**config.mk**
```make
export PLATFORM = sky130hd
export DESIGN_NAME = flash_cmd_if
export DESIGN_NICKNAME = d
export VERILOG_FILES = /design/src/rtl/flash_cmd_pkg.sv /design/src/rtl/flash_cmd_array.sv /design/src/rtl/flash_cmd_timer.sv /design/src/rtl/flash_cmd_if.sv
export SDC_FILE = /design/constraint.sdc
export NUM_CORES = 2
export LEC_CHECK = 0
export BUFFER_PORTS_ARGS = -buffer_cell sky130_fd_sc_hd__buf_4
export CORE_MARGIN = 2
export CORE_UTILIZATION = 40
export DETAILED_ROUTE_END_ITERATION = 16
export SLEW_MARGIN = 0
export SYNTH_ARGS = -nofsm -noshare
export SYNTH_HDL_FRONTEND = slang
export SYNTH_SLANG_ARGS = --single-unit
```
**constraint.sdc**
```tcl
create_clock -name clk -period 4.49 [get_ports clk]
set_input_delay 0.6735 -clock clk [delete_from_list [all_inputs] [get_ports clk]]
set_output_delay 0.6735 -clock clk [all_outputs]
set_load 0.1 [all_outputs]
```
**src/rtl/flash_cmd_pkg.sv**
```systemverilog
package flash_cmd_pkg;

    // Decoder position within a command sequence
    typedef enum logic [2:0] {
        SQ_IDLE,
        SQ_KEY1,
        SQ_KEY2,
        SQ_PGM,
        SQ_ER1,
        SQ_ER2,
        SQ_ER3
    } seq_e;

    // Embedded operation in progress
    typedef enum logic [1:0] {
        OP_NONE,
        OP_PGM,
        OP_ERS
    } op_e;

    localparam logic [15:0] KEY_ADDR_A = 16'h5555;
    localparam logic [15:0] KEY_ADDR_B = 16'h2AAA;
    localparam logic [7:0]  KEY_DATA_A = 8'hAA;
    localparam logic [7:0]  KEY_DATA_B = 8'h55;
    localparam logic [7:0]  CMD_PGM    = 8'hA0;
    localparam logic [7:0]  CMD_ERS    = 8'h80;
    localparam logic [7:0]  CMD_SECT   = 8'h30;
    localparam logic [7:0]  CMD_CHIP   = 8'h10;

endpackage

```
**src/rtl/flash_cmd_array.sv**
```systemverilog
module flash_cmd_array #(
    parameter int DATA_W  = 8,
    parameter int MEM_AW  = 7,
    parameter int SECT_AW = 5
) (
    input  logic                      clk,
    input  logic                      pgm_en,
    input  logic [MEM_AW-1:0]         pgm_addr,
    input  logic [DATA_W-1:0]         pgm_data,
    input  logic                      ers_en,
    input  logic [(1<<SECT_AW)-1:0]   ers_mask,
    input  logic [MEM_AW-1:0]         rd_addr,
    output logic [DATA_W-1:0]         rd_data
);
    localparam int DEPTH    = 1 << MEM_AW;
    localparam int SECT_LSB = MEM_AW - SECT_AW;

    // Cell contents persist across reset, as flash cells do
    logic [DATA_W-1:0] mem_q [DEPTH];

    for (genvar w = 0; w < DEPTH; w++) begin : g_word
        localparam int SI = w >> SECT_LSB;
        always_ff @(posedge clk) begin
            if (ers_en && ers_mask[SI]) begin
                mem_q[w] <= '1;
            end else if (pgm_en && (pgm_addr == MEM_AW'(w))) begin
                mem_q[w] <= mem_q[w] & pgm_data;
            end
        end
    end

    assign rd_data = mem_q[rd_addr];

endmodule

```
**src/rtl/flash_cmd_timer.sv**
```systemverilog
module flash_cmd_timer #(
    parameter int CNT_W = 8
) (
    input  logic             clk,
    input  logic             rst_n,
    input  logic             start,
    input  logic [CNT_W-1:0] load,
    output logic             done
);
    typedef struct packed {
        logic             run;
        logic [CNT_W-1:0] cnt;
    } tmr_t;

    tmr_t t_d, t_q;

    assign done = t_q.run && (t_q.cnt == '0);

    always_comb begin
        t_d = t_q;
        if (done) begin
            t_d.run = 1'b0;
        end else if (t_q.run) begin
            t_d.cnt = t_q.cnt - 1'b1;
        end
        if (start) begin
            t_d.run = 1'b1;
            t_d.cnt = load;
        end
    end

    always_ff @(posedge clk or negedge rst_n) begin
        if (!rst_n) begin
            t_q <= '0;
        end else begin
            t_q <= t_d;
        end
    end

endmodule

```
**src/rtl/flash_cmd_if.sv**
```systemverilog
module flash_cmd_if
    import flash_cmd_pkg::*;
#(
    parameter int ADDR_W       = 16,
    parameter int DATA_W       = 8,
    parameter int MEM_AW       = 7,
    parameter int NUM_SECT     = 32,
    parameter int PROG_CYCLES  = 16,
    parameter int ERASE_CYCLES = 64
) (
    input  logic              clk,
    input  logic              rst_n,
    input  logic              cs_n,
    input  logic              we_n,
    input  logic              oe_n,
    input  logic [ADDR_W-1:0] addr,
    input  logic [DATA_W-1:0] wdata,
    output logic [DATA_W-1:0] rdata,
    output logic              busy_n
);
    localparam int SECT_AW  = $clog2(NUM_SECT);
    localparam int SECT_LSB = MEM_AW - SECT_AW;
    localparam int MAX_CYC  = (PROG_CYCLES > ERASE_CYCLES) ? PROG_CYCLES : ERASE_CYCLES;
    localparam int CNT_W    = $clog2(MAX_CYC + 1);

    typedef struct packed {
        seq_e                seq;
        op_e                 op;
        logic [NUM_SECT-1:0] mask;
        logic [MEM_AW-1:0]   paddr;
        logic [DATA_W-1:0]   pdata;
        logic                poll;
        logic                tgl;
        logic [DATA_W-1:0]   rdata;
    } state_t;

    state_t s_d, s_q;

    logic                wr_cyc, rd_cyc, st_rd;
    logic                hit_a, hit_b, at_key_a;
    logic [SECT_AW-1:0]  a_sect;
    logic [NUM_SECT-1:0] sect_hot;
    logic [DATA_W-1:0]   stat_word, arr_rd;
    logic                tmr_start, tmr_done;
    logic                pgm_en, ers_en;
    logic [MEM_AW-1:0]   pgm_addr;
    logic [DATA_W-1:0]   pgm_data;
    seq_e                seq_cur;
    op_e                 op_cur;

    assign wr_cyc   = !cs_n && !we_n;
    assign rd_cyc   = !cs_n && !oe_n && we_n;
    assign at_key_a = (addr == ADDR_W'(KEY_ADDR_A));
    assign hit_a    = at_key_a && (wdata == DATA_W'(KEY_DATA_A));
    assign hit_b    = (addr == ADDR_W'(KEY_ADDR_B)) && (wdata == DATA_W'(KEY_DATA_B));
    assign a_sect   = addr[MEM_AW-1:SECT_LSB];
    assign sect_hot = NUM_SECT'(1) << a_sect;
    assign st_rd    = rd_cyc && ((s_q.op == OP_PGM) ||
                                 ((s_q.op == OP_ERS) && s_q.mask[a_sect]));

    always_comb begin
        stat_word    = '0;
        stat_word[7] = s_q.poll;
        stat_word[6] = s_q.tgl;
    end

    always_comb begin
        s_d       = s_q;
        tmr_start = 1'b0;
        pgm_en    = 1'b0;
        pgm_addr  = s_q.paddr;
        pgm_data  = s_q.pdata;
        ers_en    = 1'b0;

        // Read path: status word or array word, registered
        if (rd_cyc) begin
            if (st_rd) begin
                s_d.rdata = stat_word;
                s_d.tgl   = ~s_q.tgl;
            end else begin
                s_d.rdata = arr_rd;
            end
        end

        // Completion of the running embedded operation
        if (tmr_done) begin
            if (s_q.op == OP_PGM) begin
                pgm_en = 1'b1;
            end else if (s_q.op == OP_ERS) begin
                ers_en = 1'b1;
            end
            s_d.op   = OP_NONE;
            s_d.mask = '0;
        end

        // Command decoder; writes are ignored while a program runs
        if (wr_cyc && (s_q.op != OP_PGM)) begin
            s_d.seq = SQ_IDLE;
            unique case (s_q.seq)
                SQ_IDLE: if (hit_a) s_d.seq = SQ_KEY1;
                SQ_KEY1: if (hit_b) s_d.seq = SQ_KEY2;
                SQ_KEY2: begin
                    if (at_key_a && (wdata == DATA_W'(CMD_PGM))) begin
                        s_d.seq = SQ_PGM;
                    end else if (at_key_a && (wdata == DATA_W'(CMD_ERS))) begin
                        s_d.seq = SQ_ER1;
                    end
                end
                SQ_PGM: begin
                    if (s_q.op == OP_NONE) begin
                        s_d.op    = OP_PGM;
                        s_d.paddr = addr[MEM_AW-1:0];
                        s_d.pdata = wdata;
                        s_d.poll  = ~wdata[7];
                        s_d.tgl   = 1'b0;
                        tmr_start = 1'b1;
                    end else if (!s_q.mask[a_sect]) begin
                        pgm_en   = 1'b1;
                        pgm_addr = addr[MEM_AW-1:0];
                        pgm_data = wdata;
                    end
                end
                SQ_ER1: if (hit_a) s_d.seq = SQ_ER2;
                SQ_ER2: if (hit_b) s_d.seq = SQ_ER3;
                SQ_ER3: begin
                    if (wdata == DATA_W'(CMD_SECT)) begin
                        if ((s_q.op == OP_NONE) || tmr_done) begin
                            s_d.mask = sect_hot;
                            s_d.poll = 1'b0;
                            s_d.tgl  = 1'b0;
                        end else begin
                            s_d.mask = s_q.mask | sect_hot;
                        end
                        s_d.op    = OP_ERS;
                        tmr_start = 1'b1;
                    end else if (at_key_a && (wdata == DATA_W'(CMD_CHIP)) &&
                                 ((s_q.op == OP_NONE) || tmr_done)) begin
                        s_d.mask  = '1;
                        s_d.poll  = 1'b0;
                        s_d.tgl   = 1'b0;
                        s_d.op    = OP_ERS;
                        tmr_start = 1'b1;
                    end
                end
                default: s_d.seq = SQ_IDLE;
            endcase
        end
    end

    always_ff @(posedge clk or negedge rst_n) begin
        if (!rst_n) begin
            s_q <= '{seq: SQ_IDLE, op: OP_NONE, default: '0};
        end else begin
            s_q <= s_d;
        end
    end

    flash_cmd_timer #(
        .CNT_W (CNT_W)
    ) i_timer (
        .clk   (clk),
        .rst_n (rst_n),
        .start (tmr_start),
        .load  ((s_d.op == OP_PGM) ? CNT_W'(PROG_CYCLES - 1) : CNT_W'(ERASE_CYCLES - 1)),
        .done  (tmr_done)
    );

    flash_cmd_array #(
        .DATA_W  (DATA_W),
        .MEM_AW  (MEM_AW),
        .SECT_AW (SECT_AW)
    ) i_array (
        .clk      (clk),
        .pgm_en   (pgm_en),
        .pgm_addr (pgm_addr),
        .pgm_data (pgm_data),
        .ers_en   (ers_en),
        .ers_mask (s_q.mask),
        .rd_addr  (addr[MEM_AW-1:0]),
        .rd_data  (arr_rd)
    );

    assign seq_cur = s_q.seq;
    assign op_cur  = s_q.op;
    assign rdata   = s_q.rdata;
    assign busy_n  = (s_q.op == OP_NONE);

endmodule

```
; ---- Word-level counts from Yosys, hierarchy flattened
; Memory sizes are Yosys's and may differ from the RTL's.
; Cells that the tools add are included.
; Widths: inputs -> output; s select.
[classes]
reduce_logical = 188
shift = 1
muxes = 629
n_lt_le_gt_ge = 1
n_eq_ne = 149
bitwise = 259
n_addsub = 1
[ops]
columns = op, n
row1 = $mux 8, 134
row2 = $and 8x8->8, 128
row3 = $mux 1, 465
row4 = $eq 7x7->1 const B, 64
row5 = $eq 7x6->1 const B, 32
row6 = $logic_and 1x1->1, 173
row7 = $or 1x1->1, 128
row8 = $eq 7x5->1 const B, 16
row9 = $mux 34, 3
row10 = $mux 32, 2
row11 = $eq 7x4->1 const B, 8
row12 = $mux 51, 1
row13 = $mux 7, 6
row14 = $or 32x32->32, 1
row15 = $shl 1x5->32 const A, 1
row16 = $eq 7x3->1 const B, 4
row17 = $eq 8x8->1 const B, 3
row18 = $mux 17, 1
row19 = $eq 16x14->1 const B, 1
row20 = $eq 16x15->1 const B, 1
row21 = $mux 15, 1
row22 = $pmux 3 s5, 1
row23 = $eq 7x2->1 const B, 2
row24 = $logic_not 7->1, 2
row25 = 30 further kinds, 50
[word_totals]
wordCells = 1239
ram_bits = 1024
memories = 1
reg_bits = 70
output_inout_bits = 9
input_bits = 29
[mem_list]
columns = name, words, word_bits, read_ports, rd_clocked_by_memory_dff, wr, line_no
row1 = i_array.mem_q, 128, 8, 129, 0, 128, flash_cmd_array.sv:19  ; logic [DATA_W-1:0] mem_q [DEPTH];

; ---- Logic depth before layout (Yosys ltp)
[depth]
ltp_word = 14
mapped_depth = 12
mapped_depth_nobuf = 8

; ---- By module
; From an unflattened synthesis, not the netlist that was laid out.
[hier_totals]
cells_unflattened = 3696
area_unflattened_um2 = 53204.8
[modules_own_cells]
columns = module, n_inst, cells_per_inst, area_each_um2, seq_area_each_um2
row1 = flash_cmd_array, 1, 3242, 48816.8, 30749.5
row2 = flash_cmd_if, 1, 398, 3860.0, 1551.5
row3 = flash_cmd_timer, 1, 56, 528.0, 200.2

; ---- Worst setup path after synthesis
; OpenSTA, ideal clock, no wires.
[synth_path]
path_kind = input-to-reg
startpoint = input port addr[2]
endpoint = memory i_array.mem_q[24][0], enable pin
arrival_ps = 3661
path_slack_ps = 443
required_time_ps = 4103
setup_time_ps = 387
path_stages = 9
path_buffers = 3
cell_sequence = buf_2 -> buf_6 -> mux4_2 -> and2_1 -> or3_1 -> buf_2 -> a2111oi_4 -> o21ai_0 -> o31ai_1
[synth_rtl]
columns = item, line_no
row1 = "start, declared", flash_cmd_if.sv:16  ; input logic [ADDR_W-1:0] addr,
row2 = "end, declared", flash_cmd_array.sv:19

==> results_dict.tcl <==
set metrics [dict create \
    vias 43710 \
    crit_path_start_kind "flop" \
    ctsResizeCount 0 \
    grt_pass1_vias 42240 \
    crit_path_max_incr_delay_ps 720 \
    power_density_mw_per_mm2 330.8 \
    clk_latency_ps 780 \
    grt_antenna_before_repair 7 \
    fin_crit_ps 3890 \
    drt-total-wl_um 205300 \
    fin_hold_ws_ps 183.2 \
    hold_viol 0 \
    cp_num_buf_inv 2 \
    grt_max_degree 89 \
    synth_edf_count 1024 \
    drc 0 \
    die_w_um 387.1 \
    grt_remaining_overflow 0 \
    wl_per_cell_um 29.43 \
    utilization 0.4606 \
    max_cap_violations 0 \
    setup_viol_count_final 0 \
    syn_avg_cell_area_um2 11.93 \
    synth-main-ff-cell "edfxtp_1" \
    post_cts_buffers 0 \
    cts_buffers 119 \
    holdBufCountCts 1 \
    drt_first_pass_iters 9 \
    path_cells "nor2b_1, nand4_1, or4_1, nand2_4, o211ai_1, buf_4, o21ai_0, buf_4" \
    min_path_type "input pin to flop" \
    yosysTopAreaCell "edfxtp_1" \
    finalClockSkew_ps 47.45 \
    htreeDepth 3 \
    via_per_inst 6.265 \
    power_w 0.02220 \
    hpwl_um 134700 \
    rsz0062_at_grt "no" \
    ant_nets 0 \
    ios 38 \
    grt_first_pass_wirelength_um 300700 \
    async_flop_share 0.06399 \
    vdd_drop_max_mv 0.3709 \
    outcome "finished clean" \
    cts.path.max_buffers 3 \
    cp_top_family "simple AND/OR/NAND/NOR gates" \
    crit_fanout 30 \
    numPortBuffers 37 \
    path_clk_slew_ps 60 \
    fin_crit_sh 0.8664 \
    slew_viol_final 0 \
    core_mm2 0.1457 \
    clock.fmax_mhz 257.1 \
    cts_root_buf "clkbuf_16" \
    yosys.cell_count.top_type "inv_1" \
    crit_type "flop to flop" \
    drt_iter0_drc 6244 \
    p_leak_nw 24.91 \
    clkSinkCount 1094 \
    syn_nets 4950 \
    cp-end-kind "flop" \
    seq_area_frac_synth 0.5537 \
    arrival_ps 4370 \
    tightest_slew_ps 1075 \
    cp_data_required_time_ps 4970 \
    fillCellCount 13130 \
    chipHeight_um 387.1 \
    syn_inst 4919 \
    start_util 0.4028 \
    num_rows 140 \
    cp_common_cell "buf_4" \
    yosysTopAreaCellShare 0.5239 \
    slew_headroom 0.2770 \
    nets 4984 \
    die-area_mm2 0.1498 \
    layout-drive-gt1-share 0.1920 \
    cp_slowest_cell "or4_1" \
    area_growth_pct 14.36 \
    synth_seq_cells 1094 \
    synth_top_cells_by_area "edfxtp_1 52%, mux4_2 10%, o211ai_1 9.9%, inv_1 6.6%, o2111ai_1 3.9%" \
    gp_congestion 1.013 \
    cts_tree "built" \
    yosys_warnings 0 \
    yosysUniqueCellTypes 79 \
    syn_area_mm2 0.05870 \
    grtUsageTotal 0.2694 \
    synth.top_cells.by_count "1036 x inv_1, 1024 x edfxtp_1, 772 x o211ai_1" \
]
[state kept, by name (all words and copies together), names as in the netlist]
name and cells:
seq_cur 3, i_array.mem_q 1024, rdata 8, op_cur 2, s_q 49, i_timer.t_q 8
[kinds of logic (layout without fill, tap and decap cells)]
kind of cell    Yosys count  in the layout  synth area share
buf+inv                1559           1696            0.1073
mux                     325            325            0.1128
simple gates            443            443           0.03692
compound gates         1491           1491            0.1882
xor+xnor                  5              5         0.0007460
flops                  1094           1094            0.5537
fa+ha+maj                 2              2         0.0004263
other cells               0              3                 0
[metrics by stage]
stage          cell area [µm²]  TNS, ps  std cells  setup WS [ps]
6_report                 67130        0       6976          600.1
5_1_grt                  67120        0       6974          484.9
4_1_cts                  67120        0       6973          678.8
3_5_place_dp             63060        0       6748          4.020
3_3_place_gp             63060   -128.4       6748         -16.86
2_1_floorplan            58700        0       4919          442.6
[area by class of cell]
type                       instances  area [µm²]  area share
timing repair buffer             434        4064     0.06054
tap                             1917        2399     0.03573
multi-input combinational       2266       20210      0.3010
antenna                            3       7.507   0.0001118
sequential                      1094       32500      0.4842
clock inverter                    86       940.9     0.01402
inverter                        1038        3896     0.05804
clock buffer                     138        3113     0.04637
[metal layers]
layer	GRT usage	part of all wire	vias to the layer above
li1	-	-	18670
met1	0.3808	0.41	22070
met2	0.3943	0.44	2526
met3	0.06876	0.11	433
met4	0.1119	0.046	8
met5	0	0.00026	-
[final timing paths]
kind / startpoint / to / slack (ps) / depth (start not counted)
min reg2reg: s_q[24] / s_q[24] / 500 / 2
max reg2reg: seq_cur[1] / i_array.mem_q[71][1] / 600 / 8
min: wdata[2] / s_q[12] / 180 / 3
min in group asynchronous: rst_n / rdata[5] / 520 / 2
max: seq_cur[1] / i_array.mem_q[71][1] / 600 / 8
max in group asynchronous: rst_n / i_timer.t_q[3] / 3010 / 3
[power by group]
group | internal (W) | switching [W] | leakage [nW]
clock network | 0.00609 | 0.00430 | 2.00
logic | 0.000274 | 0.000548 | 15.9
registers | 0.0110 | 0.00000401 | 7.05
[layout by cell type (no fill, tap or decap), drive strengths merged, types with 20 or more instances in the layout]
cell type	instances
o2111ai	260
mux4	267
a211oi	33
buf	433
a22oi	30
clkinv	60
dfrtp	70
nand3	37
nand2	178
o31ai	41
nor2b	20
nor3	39
nor2	64
o22ai	28
clkbuf	138
edfxtp	1024
o211ai	772
bufinv	20
o21a	21
inv	1042
mux2i	38
o21ai	162
a21oi	58
mux2	20
[worst register-to-register path, stage by stage (launching register included)]
cell	delay [ps]
dfrtp_1	560
nor2b_1	310
nand4_1	440
or4_1	720
nand2_4	430
o211ai_1	220
buf_4	260
o21ai_0	410
buf_4	280
Note: power is estimated with default switching activity, not from simulation.
